<file path="src/rtl/irq_pace_pkg.sv">
// Package irq_pace_pkg
// Shared constants, the posting-action encoding and the conversion from the
// 256 ns pacing unit to clock cycles for the interrupt pacing controller.
// Assumes the clock period is given in whole nanoseconds.
package irq_pace_pkg;

    // Summary cause bit set when a transmit delay timer is cancelled.
    localparam int unsigned TX_DONE_BIT = 0;
    // Summary cause bit set when a receive delay timer is cancelled.
    localparam int unsigned RX_TMR_BIT  = 1;
    // Length of one pacing unit in nanoseconds.
    localparam int unsigned PACE_UNIT_NS = 256;

    // What the controller does with the current cycle.
    typedef enum logic [1:0] {
        ACT_IDLE  = 2'd0,   // nothing to post
        ACT_NOW   = 2'd1,   // post a new request immediately
        ACT_DEFER = 2'd2,   // request must wait; keep one deferred post
        ACT_FIRE  = 2'd3    // the deferred post is due
    } post_act_e;

    // Clock cycles per pacing unit, rounded up so the spacing is never short.
    function automatic int unsigned unit_cycles(input int unsigned clk_ns);
        return (PACE_UNIT_NS + clk_ns - 1) / clk_ns;
    endfunction

endpackage

</file>
<file path="src/rtl/irq_pace_age.sv">
// Module irq_pace_age
// Counts clock edges since the last interrupt assertion and reports whether
// the pacing window has elapsed. The counter saturates at the largest window,
// so it cannot wrap, and it resets saturated so the first post is not held.
// Assumes restart pulses for exactly the edge of an assertion.
module irq_pace_age #(
    parameter int unsigned ITV_W    = 16,
    parameter int unsigned UNIT_CYC = 13
) (
    input  logic             clk,
    input  logic             rst_n,
    input  logic             restart,
    input  logic [ITV_W-1:0] pace_ivl,
    output logic             win_open
);

    localparam int unsigned AGE_MAX = ((1 << ITV_W) - 1) * UNIT_CYC;
    localparam int unsigned AGE_W   = $clog2(AGE_MAX + 1);
    localparam logic [AGE_W-1:0] AGE_TOP = AGE_W'(AGE_MAX);
    localparam logic [AGE_W-1:0] AGE_ONE = AGE_W'(1);

    logic [AGE_W-1:0] age_q;
    logic [AGE_W-1:0] window;

    // Window length in cycles for the current interval setting.
    assign window = AGE_W'(pace_ivl) * AGE_W'(UNIT_CYC);

    // Edge counter since the last assertion, saturating at the largest window.
    always_ff @(posedge clk) begin
        if (!rst_n) begin
            age_q <= AGE_TOP;
        end else if (restart) begin
            age_q <= AGE_ONE;
        end else if (age_q != AGE_TOP) begin
            age_q <= age_q + AGE_ONE;
        end
    end

    // Open once the last assertion plus the window is at or before this edge.
    assign win_open = (age_q >= window);

    AST_AGE_BOUNDED: assert property (@(posedge clk) disable iff (!rst_n)
        (age_q != '0) && (age_q <= AGE_TOP));

endmodule

</file>
<file path="src/rtl/irq_pace_cause.sv">
// Module irq_pace_cause
// Holds the cause register and the interrupt mask. It offers a look-ahead
// flag saying whether any unmasked cause, other than the asserted bit, will
// be set once this cycle's pulses, clears and mask write are applied.
// Assumes set_asrt and drop_asrt are never high together.
module irq_pace_cause
    import irq_pace_pkg::*;
#(
    parameter int unsigned CAUSE_W = 8
) (
    input  logic               clk,
    input  logic               rst_n,
    input  logic [CAUSE_W-1:0] evt,
    input  logic [CAUSE_W-1:0] clr,
    input  logic               mask_we,
    input  logic [CAUSE_W-1:0] mask_wdata,
    input  logic               set_rx,
    input  logic               set_tx,
    input  logic               set_asrt,
    input  logic               drop_asrt,
    output logic [CAUSE_W-1:0] cause_q,
    output logic               live
);

    localparam logic [CAUSE_W-1:0] ASRT_BIT_M = {1'b1, {(CAUSE_W-1){1'b0}}};
    localparam logic [CAUSE_W-1:0] RX_BIT_M   = CAUSE_W'(1) << RX_TMR_BIT;
    localparam logic [CAUSE_W-1:0] TX_BIT_M   = CAUSE_W'(1) << TX_DONE_BIT;

    logic [CAUSE_W-1:0] mask_q;
    logic [CAUSE_W-1:0] mask_nx;
    logic [CAUSE_W-1:0] cause_base;
    logic [CAUSE_W-1:0] cause_nx;

    // Apply clears first so a simultaneous pulse on the same bit survives.
    assign cause_base = (cause_q & ~clr) | evt;
    assign mask_nx    = mask_we ? mask_wdata : mask_q;

    // Look-ahead: an unmasked cause remains after this cycle's updates.
    assign live = |(cause_base & mask_nx & ~ASRT_BIT_M);

    // Fold the summary bits and the asserted bit into the next cause value.
    always_comb begin
        cause_nx = cause_base;
        if (set_rx) begin
            cause_nx = cause_nx | RX_BIT_M;
        end
        if (set_tx) begin
            cause_nx = cause_nx | TX_BIT_M;
        end
        if (set_asrt) begin
            cause_nx = cause_nx | ASRT_BIT_M;
        end else if (drop_asrt) begin
            cause_nx = cause_nx & ~ASRT_BIT_M;
        end
    end

    // Cause and mask registers.
    always_ff @(posedge clk) begin
        if (!rst_n) begin
            cause_q <= '0;
            mask_q  <= '0;
        end else begin
            cause_q <= cause_nx;
            mask_q  <= mask_nx;
        end
    end

    AST_EVT_LATCHED: assert property (@(posedge clk) disable iff (!rst_n)
        (|evt) |=> ((cause_q & $past(evt & ~ASRT_BIT_M)) == $past(evt & ~ASRT_BIT_M)));

    AST_NO_DOUBLE_ASRT_CMD: assert property (@(posedge clk) disable iff (!rst_n)
        !(set_asrt && drop_asrt));

endmodule

</file>
<file path="src/rtl/irq_pace_stat.sv">
// Module irq_pace_stat
// Counts posting attempts. A parameter selects whether the counter stops at
// its top value or wraps to zero. Assumes bump is high for one cycle per attempt.
module irq_pace_stat #(
    parameter int unsigned STAT_W   = 16,
    parameter bit          SATURATE = 1'b1
) (
    input  logic              clk,
    input  logic              rst_n,
    input  logic              bump,
    output logic [STAT_W-1:0] count
);

    localparam logic [STAT_W-1:0] CNT_ONE = STAT_W'(1);

    logic [STAT_W-1:0] cnt_q;
    logic              at_top;

    // Pick the overflow behaviour at elaboration time.
    generate
        if (SATURATE) begin : g_sat
            assign at_top = &cnt_q;
        end else begin : g_wrap
            assign at_top = 1'b0;
        end
    endgenerate

    // Attempt counter.
    always_ff @(posedge clk) begin
        if (!rst_n) begin
            cnt_q <= '0;
        end else if (bump && !at_top) begin
            cnt_q <= cnt_q + CNT_ONE;
        end
    end

    assign count = cnt_q;

    AST_STAT_STEP: assert property (@(posedge clk) disable iff (!rst_n)
        (count == $past(count)) || (count == $past(count) + CNT_ONE));

endmodule

</file>
<file path="src/rtl/irq_pace_ctrl.sv">
// Module irq_pace_ctrl (top)
// Interrupt pacing controller. Each cycle it decides whether a request posts
// now, arms the single deferred post, or whether that deferred post is due.
// It drives the interrupt line, the timer cancel strobes and the summary
// cause bits. Assumes the delay-timer pending flags are stable for the cycle
// they are sampled and that the timers act on a one-cycle cancel pulse.
module irq_pace_ctrl
    import irq_pace_pkg::*;
#(
    parameter int unsigned CAUSE_W = 8,
    parameter int unsigned ITV_W   = 16,
    parameter int unsigned CLK_NS  = 20,
    parameter int unsigned STAT_W  = 16,
    parameter int unsigned N_TMR   = 2
) (
    input  logic               clk,
    input  logic               rst_n,
    input  logic [CAUSE_W-1:0] cause_evt,
    input  logic               force_now,
    input  logic [CAUSE_W-1:0] cause_clr,
    input  logic               mask_we,
    input  logic [CAUSE_W-1:0] mask_wdata,
    input  logic [ITV_W-1:0]   pace_ivl,
    input  logic [N_TMR-1:0]   rx_tmr_pend,
    input  logic [N_TMR-1:0]   tx_tmr_pend,
    output logic               irq,
    output logic [CAUSE_W-1:0] cause,
    output logic [N_TMR-1:0]   rx_tmr_cancel,
    output logic [N_TMR-1:0]   tx_tmr_cancel,
    output logic [STAT_W-1:0]  post_count
);

    localparam int unsigned UNIT_CYC = unit_cycles(CLK_NS);
    localparam int unsigned ASRT_IDX = CAUSE_W - 1;

    post_act_e        act;
    logic             req;
    logic             win_open;
    logic             live;
    logic             attempt;
    logic             hit;
    logic             recheck;
    logic             drop;
    logic             armed_q;
    logic             irq_q;
    logic [N_TMR-1:0] rx_cancel_q;
    logic [N_TMR-1:0] tx_cancel_q;

    assign req = |cause_evt;

    // Decide this cycle's posting action; a due deferred post goes first.
    always_comb begin
        if (armed_q && win_open) begin
            act = ACT_FIRE;
        end else if (req && (pace_ivl == '0 || force_now || win_open)) begin
            act = ACT_NOW;
        end else if (req) begin
            act = ACT_DEFER;
        end else begin
            act = ACT_IDLE;
        end
    end

    // An attempt reaches the mask check; a hit actually raises the line.
    assign attempt = (act == ACT_NOW) || (act == ACT_FIRE);
    assign hit     = attempt && live;

    // A mask write or clear that leaves nothing unmasked withdraws the line.
    assign recheck = mask_we || (|cause_clr);
    assign drop    = recheck && !live;

    // Window tracker restarted by every assertion.
    irq_pace_age #(
        .ITV_W    (ITV_W),
        .UNIT_CYC (UNIT_CYC)
    ) u_age (
        .clk      (clk),
        .rst_n    (rst_n),
        .restart  (hit),
        .pace_ivl (pace_ivl),
        .win_open (win_open)
    );

    // Cause and mask storage with summary-bit folding.
    irq_pace_cause #(
        .CAUSE_W (CAUSE_W)
    ) u_cause (
        .clk        (clk),
        .rst_n      (rst_n),
        .evt        (cause_evt),
        .clr        (cause_clr),
        .mask_we    (mask_we),
        .mask_wdata (mask_wdata),
        .set_rx     (hit && (|rx_tmr_pend)),
        .set_tx     (hit && (|tx_tmr_pend)),
        .set_asrt   (hit),
        .drop_asrt  (drop),
        .cause_q    (cause),
        .live       (live)
    );

    // Attempt statistics.
    irq_pace_stat #(
        .STAT_W   (STAT_W),
        .SATURATE (1'b1)
    ) u_stat (
        .clk   (clk),
        .rst_n (rst_n),
        .bump  (attempt),
        .count (post_count)
    );

    // Single deferred post: armed by a held request, consumed by any attempt or drop.
    always_ff @(posedge clk) begin
        if (!rst_n) begin
            armed_q <= 1'b0;
        end else if (attempt || drop) begin
            armed_q <= 1'b0;
        end else if (act == ACT_DEFER) begin
            armed_q <= 1'b1;
        end
    end

    // Interrupt line: raised by a hit, lowered by a drop.
    always_ff @(posedge clk) begin
        if (!rst_n) begin
            irq_q <= 1'b0;
        end else if (hit) begin
            irq_q <= 1'b1;
        end else if (drop) begin
            irq_q <= 1'b0;
        end
    end

    // One-cycle cancel strobes to every pending delay timer at assertion.
    always_ff @(posedge clk) begin
        if (!rst_n) begin
            rx_cancel_q <= '0;
            tx_cancel_q <= '0;
        end else begin
            rx_cancel_q <= hit ? rx_tmr_pend : '0;
            tx_cancel_q <= hit ? tx_tmr_pend : '0;
        end
    end

    assign irq           = irq_q;
    assign rx_tmr_cancel = rx_cancel_q;
    assign tx_tmr_cancel = tx_cancel_q;

    AST_RISE_ALLOWED: assert property (@(posedge clk) disable iff (!rst_n)
        $rose(irq) |-> $past(force_now || (pace_ivl == '0) || win_open));

    AST_IRQ_FLAGGED: assert property (@(posedge clk) disable iff (!rst_n)
        irq |-> cause[ASRT_IDX]);

    AST_RX_CANCEL_FOLD: assert property (@(posedge clk) disable iff (!rst_n)
        (|rx_tmr_cancel) |-> (cause[RX_TMR_BIT] && irq));

    AST_TX_CANCEL_FOLD: assert property (@(posedge clk) disable iff (!rst_n)
        (|tx_tmr_cancel) |-> (cause[TX_DONE_BIT] && irq));

    AST_DEFER_NEEDS_WINDOW: assert property (@(posedge clk) disable iff (!rst_n)
        (armed_q && !win_open && !force_now && (pace_ivl != '0)) |=> !$rose(irq));

endmodule

</file>
<file path="config.mk">
export PLATFORM = sky130hd
export DESIGN_NAME = irq_pace_ctrl
export DESIGN_NICKNAME = d
export VERILOG_FILES = /design/src/rtl/irq_pace_pkg.sv /design/src/rtl/irq_pace_age.sv /design/src/rtl/irq_pace_cause.sv /design/src/rtl/irq_pace_stat.sv /design/src/rtl/irq_pace_ctrl.sv
export SDC_FILE = /design/constraint.sdc
export NUM_CORES = 1
export LEC_CHECK = 0
export ABC_AREA = 1
export BUFFER_PORTS_ARGS = -buffer_cell sky130_fd_sc_hd__buf_2
export CAP_MARGIN = 30
export CORE_UTILIZATION = 35
export DETAILED_ROUTE_END_ITERATION = 8
export GPL_ROUTABILITY_DRIVEN = 0
export GPL_TIMING_DRIVEN = 1
export SLEW_MARGIN = 10
export SYNTH_ARGS = -nofsm -noshare
export SYNTH_HDL_FRONTEND = slang
export SYNTH_SLANG_ARGS = --single-unit
</file>
<file path="constraint.sdc">
create_clock -name clk -period 4.3 [get_ports clk]
set_input_delay 0.43 -clock clk [delete_from_list [all_inputs] [get_ports clk]]
set_output_delay 0.43 -clock clk [all_outputs]
set_load 0.01 [all_outputs]
</file>
==> results of run 1 <==
==> stage by stage <==
stage	utilization	instances
CTS	0.447	941
global placement	0.423	925
finish	0.470	947
global route	0.470	947
floorplan	-	647
detailed placement	0.423	925
==> logic make-up after synthesis <==
group / after synthesis / share of synthesized area
AND/OR/NAND/NOR: 242 / 0.242
flip-flops: 57 / 0.233
buffers and inverters: 139 / 0.117
XOR/XNOR: 45 / 0.0806
multiplexers: 4 / 0.00844
AO/OA/AOI/OAI: 81 / 0.0967
adder cells (fa/ha/maj): 79 / 0.222
==> what timing repair did <==
| action | CTS | global route |
|---|---|---|
| buffers inserted | 0 | 4 |
| gates resized for setup | 0 | 56 |
| endpoints found under the setup margin | 0 | 44 |
==> state kept, by name, summed over array words and instances, names as in the netlist <==
signal / flops
u_age.age_q: 20
u_stat.count: 16
u_cause.cause_q: 8
u_cause.mask_q: 7
rx_tmr_cancel: 2
tx_tmr_cancel: 2
armed_q: 1
irq: 1
==> how the worst min path moves through the flow <==
stage | start | end | slack [ps] | cells after the start
finish | rx_tmr_pend[1] | rx_tmr_cancel[1] | 340 | 3
detailed placement | irq | irq | 470 | 2
global route | rx_tmr_pend[1] | rx_tmr_cancel[1] | 350 | 3
global placement | irq | irq | 450 | 2
floorplan | u_cause.mask_q[4] | u_cause.mask_q[4] | 460 | 2
CTS | rx_tmr_pend[1] | rx_tmr_cancel[1] | 330 | 3
==> worst min-delay path, stage by stage <==
cell,delay [ps]
buf_2,70
inv_1,40
nor2_1,80
==> layout by cell type, fill, tap and decap left out, types with 4 or more instances in the layout <==
master,count
nor2_2,6
a21oi_2,18
nand2_4,4
xnor2_1,19
buf_2,73
nand3_2,12
nor3_1,5
nand3_1,25
ha_1,59
clkbuf_8,5
o21ai_1,13
dfxtp_1,57
ha_4,6
fa_1,12
buf_4,40
nand4_1,15
inv_2,15
xor2_1,25
nand2_2,13
inv_1,112
clkbuf_16,10
nor2_1,49
nand2_1,98
o21ai_0,9
a21oi_1,24
nor4_1,4
a21o_1,6
==> where the power goes <==
group	switching (mW)	internal (mW)	total (mW)
Combinational	0.563	0.479	1.04
Sequential	0.0548	0.581	0.636
Clock	0.227	0.527	0.754
==> Yosys cell counts (3+ instances only) <==
master,n,share of area
nand2_1,109,0.084
a21o_1,6,0.0092
o21ai_1,15,0.015
dfxtp_1,57,0.23
nand3_2,11,0.023
a21oi_2,10,0.018
inv_1,116,0.089
inv_2,13,0.010
nor3_1,5,0.0051
nand4_1,15,0.019
mux2i_1,3,0.0061
nand3_1,26,0.027
o21ai_0,10,0.010
xor2_1,25,0.045
nand2_2,4,0.0051
nor4_1,4,0.0051
fa_1,13,0.053
nor2_1,50,0.038
xnor2_1,20,0.036
a21oi_1,34,0.035
ha_1,66,0.17
nor2_2,7,0.0090
==> final cells by class <==
cell class	count	area [um^2]	share of cell area
clock buffer	15	298	0.0471
tap	176	220	0.0348
clock inverter	1	30.0	0.00475
multi-input combinational	452	3410	0.540
sequential	57	1140	0.180
inverter	129	489	0.0773
timing repair buffer	117	733	0.116
==> metal layers <==
metal	up-vias	share of wire	wire length (um)	GRT usage
li1	2301	-	-	-
met4	0	0.0099	101	0.0417
met2	76	0.46	4660	0.252
met1	1882	0.50	5050	0.179
met5	-	0	0	0
met3	9	0.037	372	0.0193
==> results.cfg, run 1 <==
[setup_path]
crit_path_max_incr_delay_ps = 380
cp_max_fo = 8
worstReg2RegEnd = u_stat.count[7]
worstRegToRegCells = 15
cp.required_ps = 4480
worst-path-buf-inv = 6
crit_path_end = u_stat.count[15]
path_depth = 27
cp_common_cell = buf_4
crit_type = in -> reg
critPathCaptureType = flip-flop
crit_family = adder cells
crit_start = pace_ivl[1]
critPathSlowestCell = fa_2
r2r_slack_ps = 2190
worst_setup_path_start_kind = input port
critPathArrivalTime_ps = 4260
worstReg2RegStart = u_age.age_q[17]

[routing]
wire_per_inst_um = 10.8
vias_per_cell = 4.51
dr_total_vias = 4268
drtAntennaViolNets = 0
routed_wl_mm = 10.2
drtIter0Drc = 156
dr.pass1.iters = 4
drt_drc_violations_left = 0

[synth]
ys_warn_count = 0
ys_seq_area_frac = 0.233
synth_edf_count = 0
synth_cells = 647
syn-cell-area_um2 = 4890
async_flop_share = 0
synth_cell_types = 42
synth_seq_cells = 57
synth_fp_nets = 774
synth_ff_type = dfxtp_1
syn_area_per_cell_um2 = 7.56

[status]
status = completed

[sta]
drv_slew = 0
tightest_slew_ps = 611
timing.final.hold_violations = 0
final.setup.worst_slack_ps = 225
hold_ws_ps = 341
setup_viol = 0
fmax_ghz = 0.245
setup_tns_ps = 0
skew_ps = 4.47
slew_headroom = 0.592
post-route-min-period_ps = 4080
period_share = 0.948

[global_routing]
grt_pass1_vias = 4059
grt_max_degree = 29
grtUsageTotal = 0.142
grt_antenna_before_repair = 0
overflow = 0
grt_pass1_wl_mm = 17.0

[placement]
dp_hpwl_mm = 7.92
place.port_buffers = 75
dpl_cell_area_um2 = 5690
post-place-ws_ps = -221

[layout]
fillers = 1385
nets = 893
area_growth_pct = 29.3
drive_gt1_frac = 0.294
postLayoutCellArea_um2 = 6330
antennaDiodeCount = 0

[clock_network]
cts_tree = yes
ctsHoldBuffers = 0
htreeDepth = 3
cts_sinks = 57
root_buffer = clkbuf_16
cts_max_path_buffers = 2
clock_latency_ps = 320
clkSlewWorstSetupHoldPaths_ps = 50
cts_made_buffers = 9

[floorplan]
io_pins = 77
dieArea_um2 = 14500
start_util = 0.364
row_count = 42
die_h_um = 120
die_x_um = 120
core_area_um2 = 13500

[job]
max_cap_viol_count = 0

[power]
pwr_density_cell_nw_per_um2 = 385
power_leakage_nw = 3.20
vdd_drop_max_v = 0.000233
total_power_mw = 2.43

[hold_path]
hp-class = in -> reg
Power figures use the tool's default switching activity.
==> run 2: changes to the inputs <==
Settings changed: REMOVE_ABC_BUFFERS set to 1.
==> run 2 against run 1 <==
  * Final cell count unchanged
  * Sequential power about the same
  * Hold slack better by 1.5 ps
  * Critical endpoint is now u_stat.count[12]
  * Die area unchanged
  * Clock power up 14%
  * Routed wire length up 3.1%
  * Largest cell class unchanged
  * Sequential share of layout area about the same
  * Fmax up 0.54%
  * Highest routed layer unchanged
  * Register-to-register slack about the same
==> results.cfg, run 2 (synthesis gave the netlist of run 1 again) <==
[status]
status = completed

[sta]
period_share = 0.943
fmax_ghz = 0.247
tightest_slew_ps = 627
post-route-min-period_ps = 4050
skew_ps = 6.99
drv_slew = 0
final.setup.worst_slack_ps = 247
slew_headroom = 0.581
setup_tns_ps = 0
setup_viol = 0
timing.final.hold_violations = 0

[layout]
antennaDiodeCount = 0
final_common_cell = inv_1
drive_gt1_frac = 0.288
postLayoutCellArea_um2 = 6320
largest_reg_flops = 20
nets = 893
area_growth_pct = 29.1
final_cell_mix = inv_1 (113), nand2_1 (97), buf_2 (74), ha_1 (59), dfxtp_1 (57)
regMostFlops = u_age.age_q
instances_no_fill = 947

[global_routing]
grt_pass1_wl_mm = 16.9
grtUsageTotal = 0.143
grt_pass1_vias = 3864
grt_max_degree = 29
grt_antenna_before_repair = 0
overflow = 0

[clock_network]
root_buffer = clkbuf_16
clkSlewWorstSetupHoldPaths_ps = 50
htreeDepth = 3
cts_tree = yes
cts_sinks = 57
cts_made_buffers = 9
clock_latency_ps = 330
cts_max_path_buffers = 2

[floorplan]
core_area_um2 = 13500
row_count = 42
start_util = 0.364
die_x_um = 120
die_h_um = 120
dieArea_um2 = 14500
io_pins = 77

[placement]
place.port_buffers = 75
dp_hpwl_mm = 7.90
dpl_cell_area_um2 = 5700
post-place-ws_ps = -224
dpl.cell_count = 927

[power]
vdd_drop_max_v = 0.000217
pwr_density_cell_nw_per_um2 = 400
power_leakage_nw = 3.20

[setup_path]
cp_common_cell = nand2_2
r2r_slack_ps = 2180
cp.required_ps = 4550
critPathSlowestCell = fa_2
worst_setup_path_start_kind = input port
critPathArrivalTime_ps = 4300
worstRegToRegCells = 15
crit_path_max_incr_delay_ps = 380
crit_family = adder cells
cp_max_fo = 8
worst-path-buf-inv = 6
critPathCaptureType = flip-flop
path_depth = 28
crit_type = in -> reg

[routing]
drtIter0Drc = 182
dr.pass1.iters = 4
routed_wl_mm = 10.5
dr_total_vias = 4292
wire_per_inst_um = 11.1
drtAntennaViolNets = 0
vias_per_cell = 4.53
drt_drc_violations_left = 0

[job]
max_cap_viol_count = 0

[hold_path]
whs_path_depth = 3
hp-class = in -> reg
[run 2: worst paths after layout]
kind / startpoint / end
worst max-delay path: pace_ivl[1] / u_stat.count[12]
worst max register to register: u_age.age_q[17] / u_stat.count[12]
worst min register to register: irq / irq
worst min-delay path: cause_evt[5] / u_cause.cause_q[5]
[run 2: layout make-up]
cell class / instances / area (um^2)
Sequential cell: 57 / 1140
Fill cell: 1387 / 7140
Multi-Input combinational cell: 452 / 3370
Inverter: 129 / 489
Timing Repair Buffer: 117 / 741
Clock inverter: 6 / 130
Tap cell: 176 / 220
Clock buffer: 10 / 229
[run 2: through the flow]
| stage | utilization | hold WS (ps) | power, mW |
|---|---|---|---|
| 6_report | 0.470 | 342 | 2.53 |
| 5_1_grt | 0.470 | 352 | 2.73 |
| 4_1_cts | 0.451 | 337 | 2.45 |
| 3_5_place_dp | 0.424 | 462 | 1.58 |
| 3_3_place_gp | 0.424 | 451 | 1.57 |
| 2_1_floorplan | - | 456 | 1.27 |
[run 2: tightest hold or removal path, cell delays in order]
cell and delay [ps]:
buf_2 90, a21oi_1 40, nor2_1 70
[run 2: what timing repair did]
item                       4_1_cts  5_1_grt
hold buffers                     0        0
setup endpoints to repair        0       43
setup buffers                    0        1
gates resized for setup          0       44
[run 2: report_power, final]
group | leakage [nW] | switching [mW] | internal [mW]
Combinational | 2.55 | 0.555 | 0.479
Clock | 0.176 | 0.238 | 0.622
Sequential | 0.471 | 0.0521 | 0.581
Total | 3.20 | 0.845 | 1.68
[run 2: layer usage]
metal  global-route usage  vias up  wire length [um]
met3               0.0274       10               439
met5                    0        -                 0
met4               0.0394        0               142
met1                0.193     1882              5240
met2                0.232       95              4680
li1                     -     2305                 -
